[src/rtl/txq_pkg.sv]
package txq_pkg;
  // Which store of a class supplies the next frame
  typedef enum logic {HEAD_UC = 1'b0, HEAD_MC = 1'b1} head_src_e;

  // Age test on wrapping stamps: a was stamped before b
  function automatic logic stamp_before(input logic [31:0] diff, input int unsigned w);
    return diff[w-1];
  endfunction
endpackage

[src/rtl/txq_uc_list.sv]
module txq_uc_list #(
  parameter int HANDLE_W = 6,
  parameter int STAMP_W  = 8,
  parameter int CNT_W    = 8,
  localparam int NH      = 2 ** HANDLE_W
) (
  input  logic                clk,
  input  logic                rst,
  input  logic                push_i,
  input  logic [HANDLE_W-1:0] push_handle_i,
  input  logic [STAMP_W-1:0]  push_stamp_i,
  input  logic                pop_i,
  output logic                empty_o,
  output logic [HANDLE_W-1:0] head_handle_o,
  output logic [STAMP_W-1:0]  head_stamp_o,
  output logic [CNT_W-1:0]    count_o
);
  // Next pointer and arrival stamp, both addressed by handle
  logic [HANDLE_W-1:0] next_mem  [NH];
  logic [STAMP_W-1:0]  stamp_mem [NH];
  logic [HANDLE_W-1:0] head_q, tail_q;
  logic [CNT_W-1:0]    count_q;

  always_ff @(posedge clk) begin
    if (push_i) stamp_mem[push_handle_i] <= push_stamp_i;
    if (push_i && count_q != '0) next_mem[tail_q] <= push_handle_i;
  end

  always_ff @(posedge clk) begin
    if (rst) begin
      head_q  <= '0;
      tail_q  <= '0;
      count_q <= '0;
    end else begin
      count_q <= count_q + CNT_W'(push_i) - CNT_W'(pop_i);
      if (push_i) tail_q <= push_handle_i;
      if (push_i && (count_q == '0 || (count_q == CNT_W'(1) && pop_i)))
        head_q <= push_handle_i;
      else if (pop_i)
        head_q <= next_mem[head_q];
    end
  end

  assign empty_o       = (count_q == '0);
  assign head_handle_o = head_q;
  assign head_stamp_o  = stamp_mem[head_q];
  assign count_o       = count_q;

  // the scheduler only pops a list that holds something
  p_pop_nonempty_r6: assert property (@(posedge clk) disable iff (rst)
    pop_i |-> count_q != '0);
endmodule

[src/rtl/txq_mc_fifo.sv]
module txq_mc_fifo #(
  parameter int HANDLE_W = 6,
  parameter int STAMP_W  = 8,
  parameter int DEPTH    = 4,
  parameter int CNT_W    = 8,
  localparam int PTR_W   = (DEPTH > 1) ? $clog2(DEPTH) : 1,
  localparam int ENT_W   = HANDLE_W + STAMP_W
) (
  input  logic                clk,
  input  logic                rst,
  input  logic                push_i,
  input  logic [HANDLE_W-1:0] push_handle_i,
  input  logic [STAMP_W-1:0]  push_stamp_i,
  input  logic                pop_i,
  output logic                empty_o,
  output logic                full_o,
  output logic [HANDLE_W-1:0] head_handle_o,
  output logic [STAMP_W-1:0]  head_stamp_o,
  output logic [CNT_W-1:0]    count_o
);
  logic [ENT_W-1:0] mem [DEPTH];
  logic [PTR_W-1:0] wr_q, rd_q;
  logic [CNT_W-1:0] count_q;

  always_ff @(posedge clk) begin
    if (push_i) mem[wr_q] <= {push_handle_i, push_stamp_i};
  end

  always_ff @(posedge clk) begin
    if (rst) begin
      wr_q    <= '0;
      rd_q    <= '0;
      count_q <= '0;
    end else begin
      if (push_i) wr_q <= (wr_q == PTR_W'(DEPTH - 1)) ? '0 : wr_q + 1'b1;
      if (pop_i)  rd_q <= (rd_q == PTR_W'(DEPTH - 1)) ? '0 : rd_q + 1'b1;
      count_q <= count_q + CNT_W'(push_i) - CNT_W'(pop_i);
    end
  end

  assign empty_o = (count_q == '0);
  assign full_o  = (count_q == CNT_W'(DEPTH));
  assign {head_handle_o, head_stamp_o} = mem[rd_q];
  assign count_o = count_q;

  // admission never writes into a full multicast FIFO
  p_no_overflow_r3: assert property (@(posedge clk) disable iff (rst)
    push_i |-> !full_o);
  p_no_underflow_r6: assert property (@(posedge clk) disable iff (rst)
    pop_i |-> !empty_o);
endmodule

[src/rtl/txq_admit.sv]
module txq_admit #(
  parameter int CNT_W      = 8,
  parameter int TOT_W      = 10,
  parameter int GLOBAL_RES = 12
) (
  input  logic             mcast_i,
  input  logic             fc_en_i,
  input  logic             mc_full_i,
  input  logic [CNT_W-1:0] occ_i,
  input  logic [CNT_W-1:0] limit_i,
  input  logic [TOT_W-1:0] total_i,
  output logic             drop_o,
  output logic             fc_o
);
  logic congested, hard_full;

  always_comb begin
    congested = (occ_i >= limit_i) || (total_i >= TOT_W'(GLOBAL_RES));
    hard_full = mcast_i && mc_full_i;
    drop_o    = hard_full || (congested && !fc_en_i);
    fc_o      = congested && fc_en_i;
  end
endmodule

[src/rtl/txq_sched.sv]
module txq_sched #(
  parameter int NC    = 4,
  parameter int CLS_W = 2
) (
  input  logic [NC-1:0]    req_i,
  output logic [NC-1:0]    grant_o,
  output logic [CLS_W-1:0] idx_o,
  output logic             any_o
);
  // Higher index overrides lower: strict priority
  always_comb begin
    grant_o = '0;
    idx_o   = '0;
    for (int i = 0; i < NC; i++) begin
      if (req_i[i]) begin
        grant_o    = '0;
        grant_o[i] = 1'b1;
        idx_o      = CLS_W'(i);
      end
    end
    any_o = |req_i;
  end
endmodule

[src/rtl/txq_port_mgr.sv]
module txq_port_mgr #(
  parameter bit HIGH_SPEED = 1'b0,
  parameter int HANDLE_W   = 6,
  parameter int MC_DEPTH   = 4,
  parameter int STAMP_W    = 8,
  parameter int GLOBAL_RES = 12,
  parameter int SRC_W      = 3,
  localparam int NC        = HIGH_SPEED ? 4 : 2,
  localparam int CLS_W     = $clog2(NC),
  localparam int CNT_W     = HANDLE_W + 2,
  localparam int TOT_W     = CNT_W + 2
) (
  input  logic                clk,
  input  logic                rst,
  input  logic                rsp_valid_i,
  input  logic [HANDLE_W-1:0] rsp_handle_i,
  input  logic                rsp_mcast_i,
  input  logic [CLS_W-1:0]    rsp_class_i,
  input  logic [SRC_W-1:0]    rsp_src_i,
  input  logic                rsp_fc_en_i,
  input  logic [NC*CNT_W-1:0] class_limit_i,
  input  logic                deq_ready_i,
  output logic                drop_o,
  output logic                fc_req_o,
  output logic [SRC_W-1:0]    fc_port_o,
  output logic                mc_dup_o,
  output logic [HANDLE_W-1:0] mc_dup_handle_o,
  output logic                deq_valid_o,
  output logic [HANDLE_W-1:0] deq_handle_o,
  output logic [CLS_W-1:0]    deq_class_o,
  output logic                deq_mcast_o
);
  import txq_pkg::*;

  logic [NC-1:0]       uc_empty, mc_empty, mc_full, nonempty, grant;
  logic [NC-1:0]       push_uc, push_mc, pop_uc, pop_mc;
  logic [HANDLE_W-1:0] uc_head [NC];
  logic [HANDLE_W-1:0] mc_head [NC];
  logic [STAMP_W-1:0]  uc_st   [NC];
  logic [STAMP_W-1:0]  mc_st   [NC];
  logic [CNT_W-1:0]    uc_cnt  [NC];
  logic [CNT_W-1:0]    mc_cnt  [NC];
  logic [CNT_W-1:0]    occ     [NC];
  logic [CNT_W-1:0]    lim     [NC];
  head_src_e           pick    [NC];
  logic [TOT_W-1:0]    total;
  logic [STAMP_W-1:0]  stamp_q;
  logic [CLS_W-1:0]    gidx;
  logic                any_ne, drop_d, fc_d, accept;

  txq_admit #(.CNT_W(CNT_W), .TOT_W(TOT_W), .GLOBAL_RES(GLOBAL_RES)) i_admit (
    .mcast_i  (rsp_mcast_i),
    .fc_en_i  (rsp_fc_en_i),
    .mc_full_i(mc_full[rsp_class_i]),
    .occ_i    (occ[rsp_class_i]),
    .limit_i  (lim[rsp_class_i]),
    .total_i  (total),
    .drop_o   (drop_d),
    .fc_o     (fc_d)
  );

  assign accept = rsp_valid_i && !drop_d;

  txq_sched #(.NC(NC), .CLS_W(CLS_W)) i_sched (
    .req_i  (nonempty),
    .grant_o(grant),
    .idx_o  (gidx),
    .any_o  (any_ne)
  );

  for (genvar c = 0; c < NC; c++) begin : g_cls
    logic               sel;
    logic [STAMP_W-1:0] age_diff;

    assign lim[c]      = class_limit_i[c*CNT_W +: CNT_W];
    assign sel         = (rsp_class_i == CLS_W'(c));
    assign push_uc[c]  = accept && sel && !rsp_mcast_i;
    assign push_mc[c]  = accept && sel && rsp_mcast_i;
    assign age_diff    = uc_st[c] - mc_st[c];
    assign pick[c]     = (!uc_empty[c] &&
                          (mc_empty[c] || stamp_before(32'(age_diff), STAMP_W)))
                         ? HEAD_UC : HEAD_MC;
    assign pop_uc[c]   = deq_ready_i && grant[c] && (pick[c] == HEAD_UC);
    assign pop_mc[c]   = deq_ready_i && grant[c] && (pick[c] == HEAD_MC);
    assign nonempty[c] = !uc_empty[c] || !mc_empty[c];
    assign occ[c]      = uc_cnt[c] + mc_cnt[c];

    txq_uc_list #(.HANDLE_W(HANDLE_W), .STAMP_W(STAMP_W), .CNT_W(CNT_W)) i_uc (
      .clk, .rst,
      .push_i       (push_uc[c]),
      .push_handle_i(rsp_handle_i),
      .push_stamp_i (stamp_q),
      .pop_i        (pop_uc[c]),
      .empty_o      (uc_empty[c]),
      .head_handle_o(uc_head[c]),
      .head_stamp_o (uc_st[c]),
      .count_o      (uc_cnt[c])
    );

    txq_mc_fifo #(.HANDLE_W(HANDLE_W), .STAMP_W(STAMP_W), .DEPTH(MC_DEPTH),
                  .CNT_W(CNT_W)) i_mc (
      .clk, .rst,
      .push_i       (push_mc[c]),
      .push_handle_i(rsp_handle_i),
      .push_stamp_i (stamp_q),
      .pop_i        (pop_mc[c]),
      .empty_o      (mc_empty[c]),
      .full_o       (mc_full[c]),
      .head_handle_o(mc_head[c]),
      .head_stamp_o (mc_st[c]),
      .count_o      (mc_cnt[c])
    );
  end

  always_comb begin
    total = '0;
    for (int c = 0; c < NC; c++) total = total + TOT_W'(occ[c]);
  end

  always_ff @(posedge clk) begin
    if (rst) begin
      stamp_q         <= '0;
      drop_o          <= 1'b0;
      fc_req_o        <= 1'b0;
      fc_port_o       <= '0;
      mc_dup_o        <= 1'b0;
      mc_dup_handle_o <= '0;
      deq_valid_o     <= 1'b0;
      deq_handle_o    <= '0;
      deq_class_o     <= '0;
      deq_mcast_o     <= 1'b0;
    end else begin
      if (accept) stamp_q <= stamp_q + 1'b1;
      drop_o          <= rsp_valid_i && drop_d;
      fc_req_o        <= rsp_valid_i && fc_d;
      fc_port_o       <= (rsp_valid_i && fc_d) ? rsp_src_i : '0;
      mc_dup_o        <= accept && rsp_mcast_i;
      mc_dup_handle_o <= (accept && rsp_mcast_i) ? rsp_handle_i : '0;
      deq_valid_o     <= deq_ready_i && any_ne;
      if (deq_ready_i && any_ne) begin
        deq_class_o  <= gidx;
        deq_mcast_o  <= (pick[gidx] == HEAD_MC);
        deq_handle_o <= (pick[gidx] == HEAD_MC) ? mc_head[gidx] : uc_head[gidx];
      end else begin
        deq_class_o  <= '0;
        deq_mcast_o  <= 1'b0;
        deq_handle_o <= '0;
      end
    end
  end

  // output only follows a ready pulse
  p_deq_on_ready_r6: assert property (@(posedge clk) disable iff (rst)
    deq_valid_o |-> $past(deq_ready_i));
  // no class above the served one held frames
  p_strict_prio_r5: assert property (@(posedge clk) disable iff (rst)
    deq_valid_o |-> ((($past(nonempty)) >> deq_class_o) >> 1) == '0);
  // congested class from a source without pause gets dropped
  p_class_limit_r7: assert property (@(posedge clk) disable iff (rst)
    (rsp_valid_i && !rsp_fc_en_i && occ[rsp_class_i] >= lim[rsp_class_i]) |=> drop_o);
  p_drop_has_rsp_r8: assert property (@(posedge clk) disable iff (rst)
    drop_o |-> $past(rsp_valid_i));
  // pause only toward sources that accept it
  p_fc_needs_en_r9: assert property (@(posedge clk) disable iff (rst)
    fc_req_o |-> $past(rsp_fc_en_i));
  // duplicate pulse only for accepted multicast
  p_dup_only_mc_r10: assert property (@(posedge clk) disable iff (rst)
    mc_dup_o |-> ($past(rsp_mcast_i) && !drop_o));
endmodule

[config.mk]
export PLATFORM = sky130hd
export DESIGN_NAME = txq_port_mgr
export DESIGN_NICKNAME = d
export VERILOG_FILES = /design/src/rtl/txq_pkg.sv /design/src/rtl/txq_uc_list.sv /design/src/rtl/txq_mc_fifo.sv /design/src/rtl/txq_admit.sv /design/src/rtl/txq_sched.sv /design/src/rtl/txq_port_mgr.sv
export SDC_FILE = /design/constraint.sdc
export NUM_CORES = 2
export LEC_CHECK = 0
export BUFFER_PORTS_ARGS = -buffer_cell sky130_fd_sc_hd__buf_4
export CAP_MARGIN = 30
export CORE_ASPECT_RATIO = 0.75
export CORE_UTILIZATION = 45
export DETAILED_ROUTE_END_ITERATION = 12
export HOLD_SLACK_MARGIN = 0.12
export MAX_ROUTING_LAYER = met4
export PLACE_DENSITY = 0.61
export SYNTH_ARGS = -nofsm -noshare
export SYNTH_HDL_FRONTEND = slang
export SYNTH_SLANG_ARGS = --single-unit
[constraint.sdc]
create_clock -name clk -period 11.18 [get_ports clk]
set_input_delay 1.677 -clock clk [delete_from_list [all_inputs] [get_ports clk]]
set_output_delay 1.677 -clock clk [all_outputs]
set_load 0.005 [all_outputs]
# --- Word level (Yosys, flattened, before mapping) ---
# Memories as Yosys holds them, arrays and structs flattened. A register that Yosys moved wholly into a read port is not among the register bits.
# Cells that the tools add are included.
classes:
  n_eq_ne: 8
  n_lt_le_gt_ge: 5
  n_reduce_logical: 55
  n_addsub: 18
  bitwise_logic: 6
  n_mux: 55
op_table:
  columns: ["operator", "n"]
  rows:
  - ["$mux W6", 19]
  - ["$mux W8", 6]
  - ["$add A8 B1 Y8", 4]
  - ["$logic_not A8 Y1", 4]
  - ["$sub A8 B1 Y8", 4]
  - ["$logic_and A1 B1 Y1", 28]
  - ["$mux W1", 21]
  - ["$mux W2", 9]
  - ["$add A8 B8 Y8", 2]
  - ["$eq A8 B1 Y1 const B", 2]
  - ["$eq A8 B3 Y1 const B", 2]
  - ["$reduce_bool A8 Y1", 2]
  - ["$sub A8 B8 Y8", 2]
  - ["$add A8 B8 Y9", 1]
  - ["$ge A9 B4 Y1 const B", 1]
  - ["$add A2 B1 Y2 const B", 4]
  - ["$add A8 B1 Y8 const B", 1]
  - ["$eq A2 B2 Y1 const B", 4]
  - ["$ge A8 B8 Y1", 1]
  - ["$logic_or A1 B1 Y1", 8]
  - ["$reduce_or A2 Y1", 4]
  - ["$logic_not A1 Y1", 7]
  - ["$ge A2 B2 Y1 const B", 2]
  - ["$not A1 Y1", 4]
  - ["other kinds (3)", 5]
totals:
  output_inout_bits: 21
  regBits: 93
  memories: 6
  word_cells: 175
  mem_bits_rw: 1904
  input_bits: 32
mem_list:
  columns: ["name", "depth", "word_bits", "rd", "rd_ports_with_merged_regs", "wr", "line", "source"]
  rows:
  - ["g_cls[0].i_uc.stamp_mem", 64, 8, 1, 1, 1, "txq_uc_list.sv:20", "logic [STAMP_W-1:0] stamp_mem [NH];"]
  - ["g_cls[1].i_uc.stamp_mem", 64, 8, 1, 1, 1, "txq_uc_list.sv:20", null]
  - ["g_cls[0].i_uc.next_mem", 64, 6, 1, 1, 1, "txq_uc_list.sv:19", "logic [HANDLE_W-1:0] next_mem [NH];"]
  - ["g_cls[1].i_uc.next_mem", 64, 6, 1, 1, 1, "txq_uc_list.sv:19", null]
  - ["g_cls[0].i_mc.mem", 4, 14, 1, 1, 1, "txq_mc_fifo.sv:21", "logic [ENT_W-1:0] mem [DEPTH];"]
  - ["g_cls[1].i_mc.mem", 4, 14, 1, 1, 1, "txq_mc_fifo.sv:21", null]

# --- Longest topological paths before layout ---
depth:
  depth_word: 16
  depth_mapped: 33
  mapped_depth_nobuf: 31

# --- Cells and area by module ---
# A second synthesis with hierarchy kept.
unflattened:
  hier_cells: 4057
  area_unflattened_um2: 81234.2
modules_own_cells:
  columns: ["module", "area_per_inst_um2", "cells_each", "n_inst"]
  rows:
  - ["txq_uc_list", 36129.7, 1675, 2]
  - ["txq_mc_fifo", 2975.4, 175, 2]
  - ["txq_port_mgr", 2760.1, 320, 1]
  - ["txq_admit", 236.5, 33, 1]
  - ["txq_sched", 27.5, 4, 1]

# --- Worst setup path before layout ---
# No wires, ideal clock.
synth_path:
  path_type: "input to register"
  from: "input port rsp_class_i"
  to: "register g_cls[1].i_mc.count_q[6]"
  t_arrival_ns: 6.390
  slack_ns: 4.662
  required_ns: 11.052
  stages: 25
  path_buffers: 4
  path_cell_list: "clkbuf_1 > clkbuf_1 > mux2i_1 > ha_1 > a211oi_1 > o221ai_1 > a211oi_1 > nand4_1 > o31ai_4 > and3_1 > buf_2 > and3_1 > clkbuf_1 > inv_1 > ha_1 > inv_1 > ha_1 > fa_1 > a21oi_1 > o21bai_1 > a21oi_1 > nor2_1 > nor2_1 > xor2_1 > nor2_1"
synth_via:
  elab_chain_cells: 14
  elab_cells_between_ends: 20
  cone_classes: "2 x add/sub; 1 x order compare; 8 x mux; 1 x bitwise; 8 x reduce/logical"
synth_lines:
  columns: ["element", "line", "source"]
  rows:
  - ["from (decl)", "txq_port_mgr.sv:18", "input logic [CLS_W-1:0] rsp_class_i,"]
  - ["$not A1 Y2 (not written as such)", "txq_port_mgr.sv:55, txq_port_mgr.sv:56", null]
  - ["$mux W8, on equally long branches (3 in series)", "txq_port_mgr.sv:55, txq_port_mgr.sv:56", null]
  - ["$ge A8 B8 Y1", "txq_admit.sv:18", "congested = (occ_i >= limit_i) || (total_i >= TOT_W'(GLOBAL_RES));"]
  - ["$logic_or A1 B1 Y1", "txq_admit.sv:18", null]
  - ["$logic_and A1 B1 Y1", "txq_admit.sv:20", "drop_o = hard_full || (congested && !fc_en_i);"]
  - ["$logic_or A1 B1 Y1", "txq_admit.sv:20", null]
  - ["$logic_not A1 Y1", "txq_port_mgr.sv:62", "assign accept = rsp_valid_i && !drop_d;"]
  - ["$logic_and A1 B1 Y1", "txq_port_mgr.sv:62", null]
  - ["$logic_and A1 B1 Y1 * (2 in series)", "txq_port_mgr.sv:78", "assign push_mc[c] = accept && sel && rsp_mcast_i;"]
  - ["$add A8 B1 Y8 *", "txq_mc_fifo.sv:37", "count_q <= count_q + CNT_W'(push_i) - CNT_W'(pop_i);"]
  - ["$sub A8 B1 Y8 *", "txq_mc_fifo.sv:37", null]
  - ["to (signal assigned)", "txq_mc_fifo.sv:37", null]
  - ["to (decl)", "txq_mc_fifo.sv:23", "logic [CNT_W-1:0] count_q;"]
# Every way passes the cells marked *; elsewhere a longest branch is shown, timed or not. The select of a mux whose other input is x is not followed.
# A chain may end at the register's enable or synchronous reset.

==> flow_summary.yaml <==
detailed_routing:
  drcViolationCount: 0
  wl_per_cell_um: 28.4
  ant_nets: 0
  dr.pass1.iters: 7
  first_iter_violations: 4213
  viasPerCell: 5.85
  dr_total_vias: 38100
  finalWirelength_mm: 185
power:
  combPwrFrac_pct: 16.1
  pwr-share-clk_pct: 35.2
  pwr-share-seq_pct: 48.7
  power.leakage_nw: 26.5
  power.density_mw_per_mm2: 196
  p_switching_mw: 4.52
  p_sw_share_pct: 25.8
  intPower_mw: 13.0
  vdd_ir_drop_max_v: 0.000165
timing:
  finalSetupTns_ps: 0
  hold_viol_final: 0
  fin_ws_ps: 3840
  setup_viol: 0
  tightest_slew_ps: 1140
  rsz0062_at_grt: "no"
  fin_skew_ps: 24.6
  hold_ws_ps: 505
  fin_crit_ps: 7340
  slew_viol_final: 0
  relSlewSlack_pct: 24.3
  max_freq_mhz: 136
  fin_crit_sh_pct: 65.7
floorplanning:
  rows: 133
  io_pins: 53
  core_area_mm2: 0.176
  initial_core_util_pct: 45.6
  die_area_mm2: 0.180
  die_x_um: 490
  die_h_um: 368
yosys:
  synth.area.top_cells: "edfxtp_1, mux4_2, dfxtp_1"
  syn_avg_cell_area_um2: 20.7
  syn_area_mm2: 0.0804
  async_reset_ff_share_pct: 0
  postSynthCellCount: 3886
  synth_ff_type: "edfxtp_1"
  seq_area_frac_synth_pct: 73.9
  post-synth-top-count-cell: "edfxtp_1"
  yosys.area.top_type: "edfxtp_1"
  synth.yosys.warnings: 0
  ys_types: 73
  synth_top_cell_area_share_pct: 71.2
  ys_seq_elements: 2013
  synth_edf_count: 1904
  syn_nets: 4022
  synthTopCellsByCount: "edfxtp_1, mux4_2, nor2_1"
layout:
  area_growth_pct: 11.2
  nNetsFinal: 4130
  post-route-util_pct: 50.7
  fillers: 13800
  drive_gt1_share_pct: 25.3
worst_setup_path:
  startpoint_type: "flop"
  cp_slowest_stage_delay_ps: 760
  critPathKind: "reg -> reg"
  cp.required_ps: 11860
  critPathMaxFanout: 117
  slowest_stage: "dfxtp_4"
  crit_top_cell: "nor2_1"
  cp-end-kind: "flop"
  critical_path_arrival_ps: 8020
placed_design:
  io_buffers: 52
  dp_hpwl_mm: 112
  pre_cts_ws_ps: 3880
  place.gp.congestion: 0.822
run_status:
  status: "finished, final reports clean"
clock_tree:
  worstSkewPairLatency_ps: 830
  h-tree-depth: 4
  root_buffer: "clkbuf_16"
  post_cts_buffers: 0
  cts_resized: 0
  cts_buffers: 182
  clockBufferDepth: 3
  cts.sink_count: 2013
  cts_hold_buf: 0
  clk_pin_slew_worst_paths_ps: 70
  cts_tree: "built"
worst_hold_path:
  hold_class: "reg -> reg"
grt:
  grt_use_total_pct: 21.2
  antenna_found_initial: 5
  grt_max_degree: 130
  grt_pass1_vias: 38300
  grt_first_pass_wirelength_mm: 272
  overflow: 0
job:
  cap_violations: 0
[kinds of logic after synthesis]
group,Yosys count,share of synthesized area [%]
AO/OA/AOI/OAI,169,1.43
XOR/XNOR,50,0.554
adder cells (fa/ha/maj),104,1.68
buffers and inverters,303,1.77
flip-flops,2013,73.9
multiplexers,654,17.3
AND/OR/NAND/NOR,593,3.42
[cell usage in the layout, fill, tap and decap left out, types with 17 or more instances in the layout]
cell	Yosys	routed
xor2_1	17	17
buf_4	8	122
nand2_1	63	63
o21bai_1	18	18
inv_1	84	83
clkinv_2	0	26
ha_1	97	97
and2_1	24	24
or2_2	19	19
nand3_1	26	26
mux2i_1	52	52
dfxtp_1	109	91
xnor2_1	32	32
clkbuf_1	104	48
nor2_1	349	349
a21oi_1	65	65
clkinv_1	0	39
clkbuf_16	0	182
mux4_2	584	584
edfxtp_1	1904	1904
[sequential cells by signal (all words and copies together), names as in the netlist, named ones only]
name	count
g_cls.i_uc.next_mem	768
g_cls.i_mc.count_o	16
deq_handle_o	6
mc_dup_handle_o	6
g_cls.i_mc.mem	112
deq_class_o	1
g_cls.i_uc.count_o	16
g_cls.i_uc.head_handle_o	12
stamp_q	8
fc_req_o	1
mc_dup_o	1
drop_o	1
g_cls.i_uc.stamp_mem	1024
g_cls.i_mc.wr_q	4
g_cls.i_mc.rd_q	4
fc_port_o	3
deq_mcast_o	1
g_cls.i_uc.tail_q	12
deq_valid_o	1
[through the flow]
step | power, mW | cells | cell area [um^2]
after global placement | 11.5 | 6125 | 83000
after floorplan | 10.7 | 3886 | 80400
after detailed placement | 11.5 | 6159 | 83400
final | 17.5 | 6510 | 89300
after CTS | 17.6 | 6496 | 89200
after global routing | 18.1 | 6510 | 89300
[metal layers]
layer	vias up	GRT usage [%]	part of all wire [%]
met4	0	4.72	1.8
met1	20400	32.1	46
li1	16100	-	-
met2	1313	30.3	45
met5	-	-	0
met3	224	3.45	6.8
[final timing paths]
| check | startpoint | end | slack, ps | cells past startpoint |
|---|---|---|---|---|
| worst min register to register | g_cls[1].i_mc.rd_q[0]$_SDFFE_PP0P_ | g_cls[1].i_mc.rd_q[0]$_SDFFE_PP0P_ | 500 | 2 |
| worst max-delay path | flop | g_cls[1].i_uc.count_o[6]$_SDFF_PP0_ | 3840 | 26 |
| worst max register to register | flop | g_cls[1].i_uc.count_o[6]$_SDFF_PP0_ | 3840 | 26 |
| worst min-delay path | g_cls[1].i_mc.rd_q[0]$_SDFFE_PP0P_ | g_cls[1].i_mc.rd_q[0]$_SDFFE_PP0P_ | 500 | 2 |
[critical path: cells and delay by family (launching register included)]
kind | cells | cell delay (ps)
AOI/OAI and AO/OA | 8 | 1430
DFF | 1 | 760
xor gates and xnor gates | 2 | 720
adders and majority gates | 4 | 1160
buffers and inverters | 4 | 850
muxes | 3 | 1690
and+or+nand+nor | 5 | 380
[cell type report]
| cell class | count | area (um^2) | share of cell area, % |
|---|---|---|---|
| flip-flops and latches | 2013 | 59400 | 66.5 |
| diodes | 1 | 2.50 | 0.00280 |
| clock inverters | 101 | 982 | 1.10 |
| well taps | 2362 | 2960 | 3.31 |
| repair buffers | 143 | 1290 | 1.44 |
| clock buffers | 236 | 4820 | 5.39 |
| inverters | 84 | 315 | 0.353 |
| multi-input cells | 1570 | 19600 | 21.9 |
[power groups by stage]
stage          Clock (mW)  Sequential, mW  Combinational, mW
2_1_floorplan           0            8.55               2.12
3_3_place_gp            0            8.69               2.79
3_5_place_dp            0            8.68               2.81
4_1_cts              6.27            8.52               2.83
5_1_grt              6.55            8.53               3.04
6_report             6.16            8.51               2.81
No activity file was read; power rests on OpenSTA's default activity.
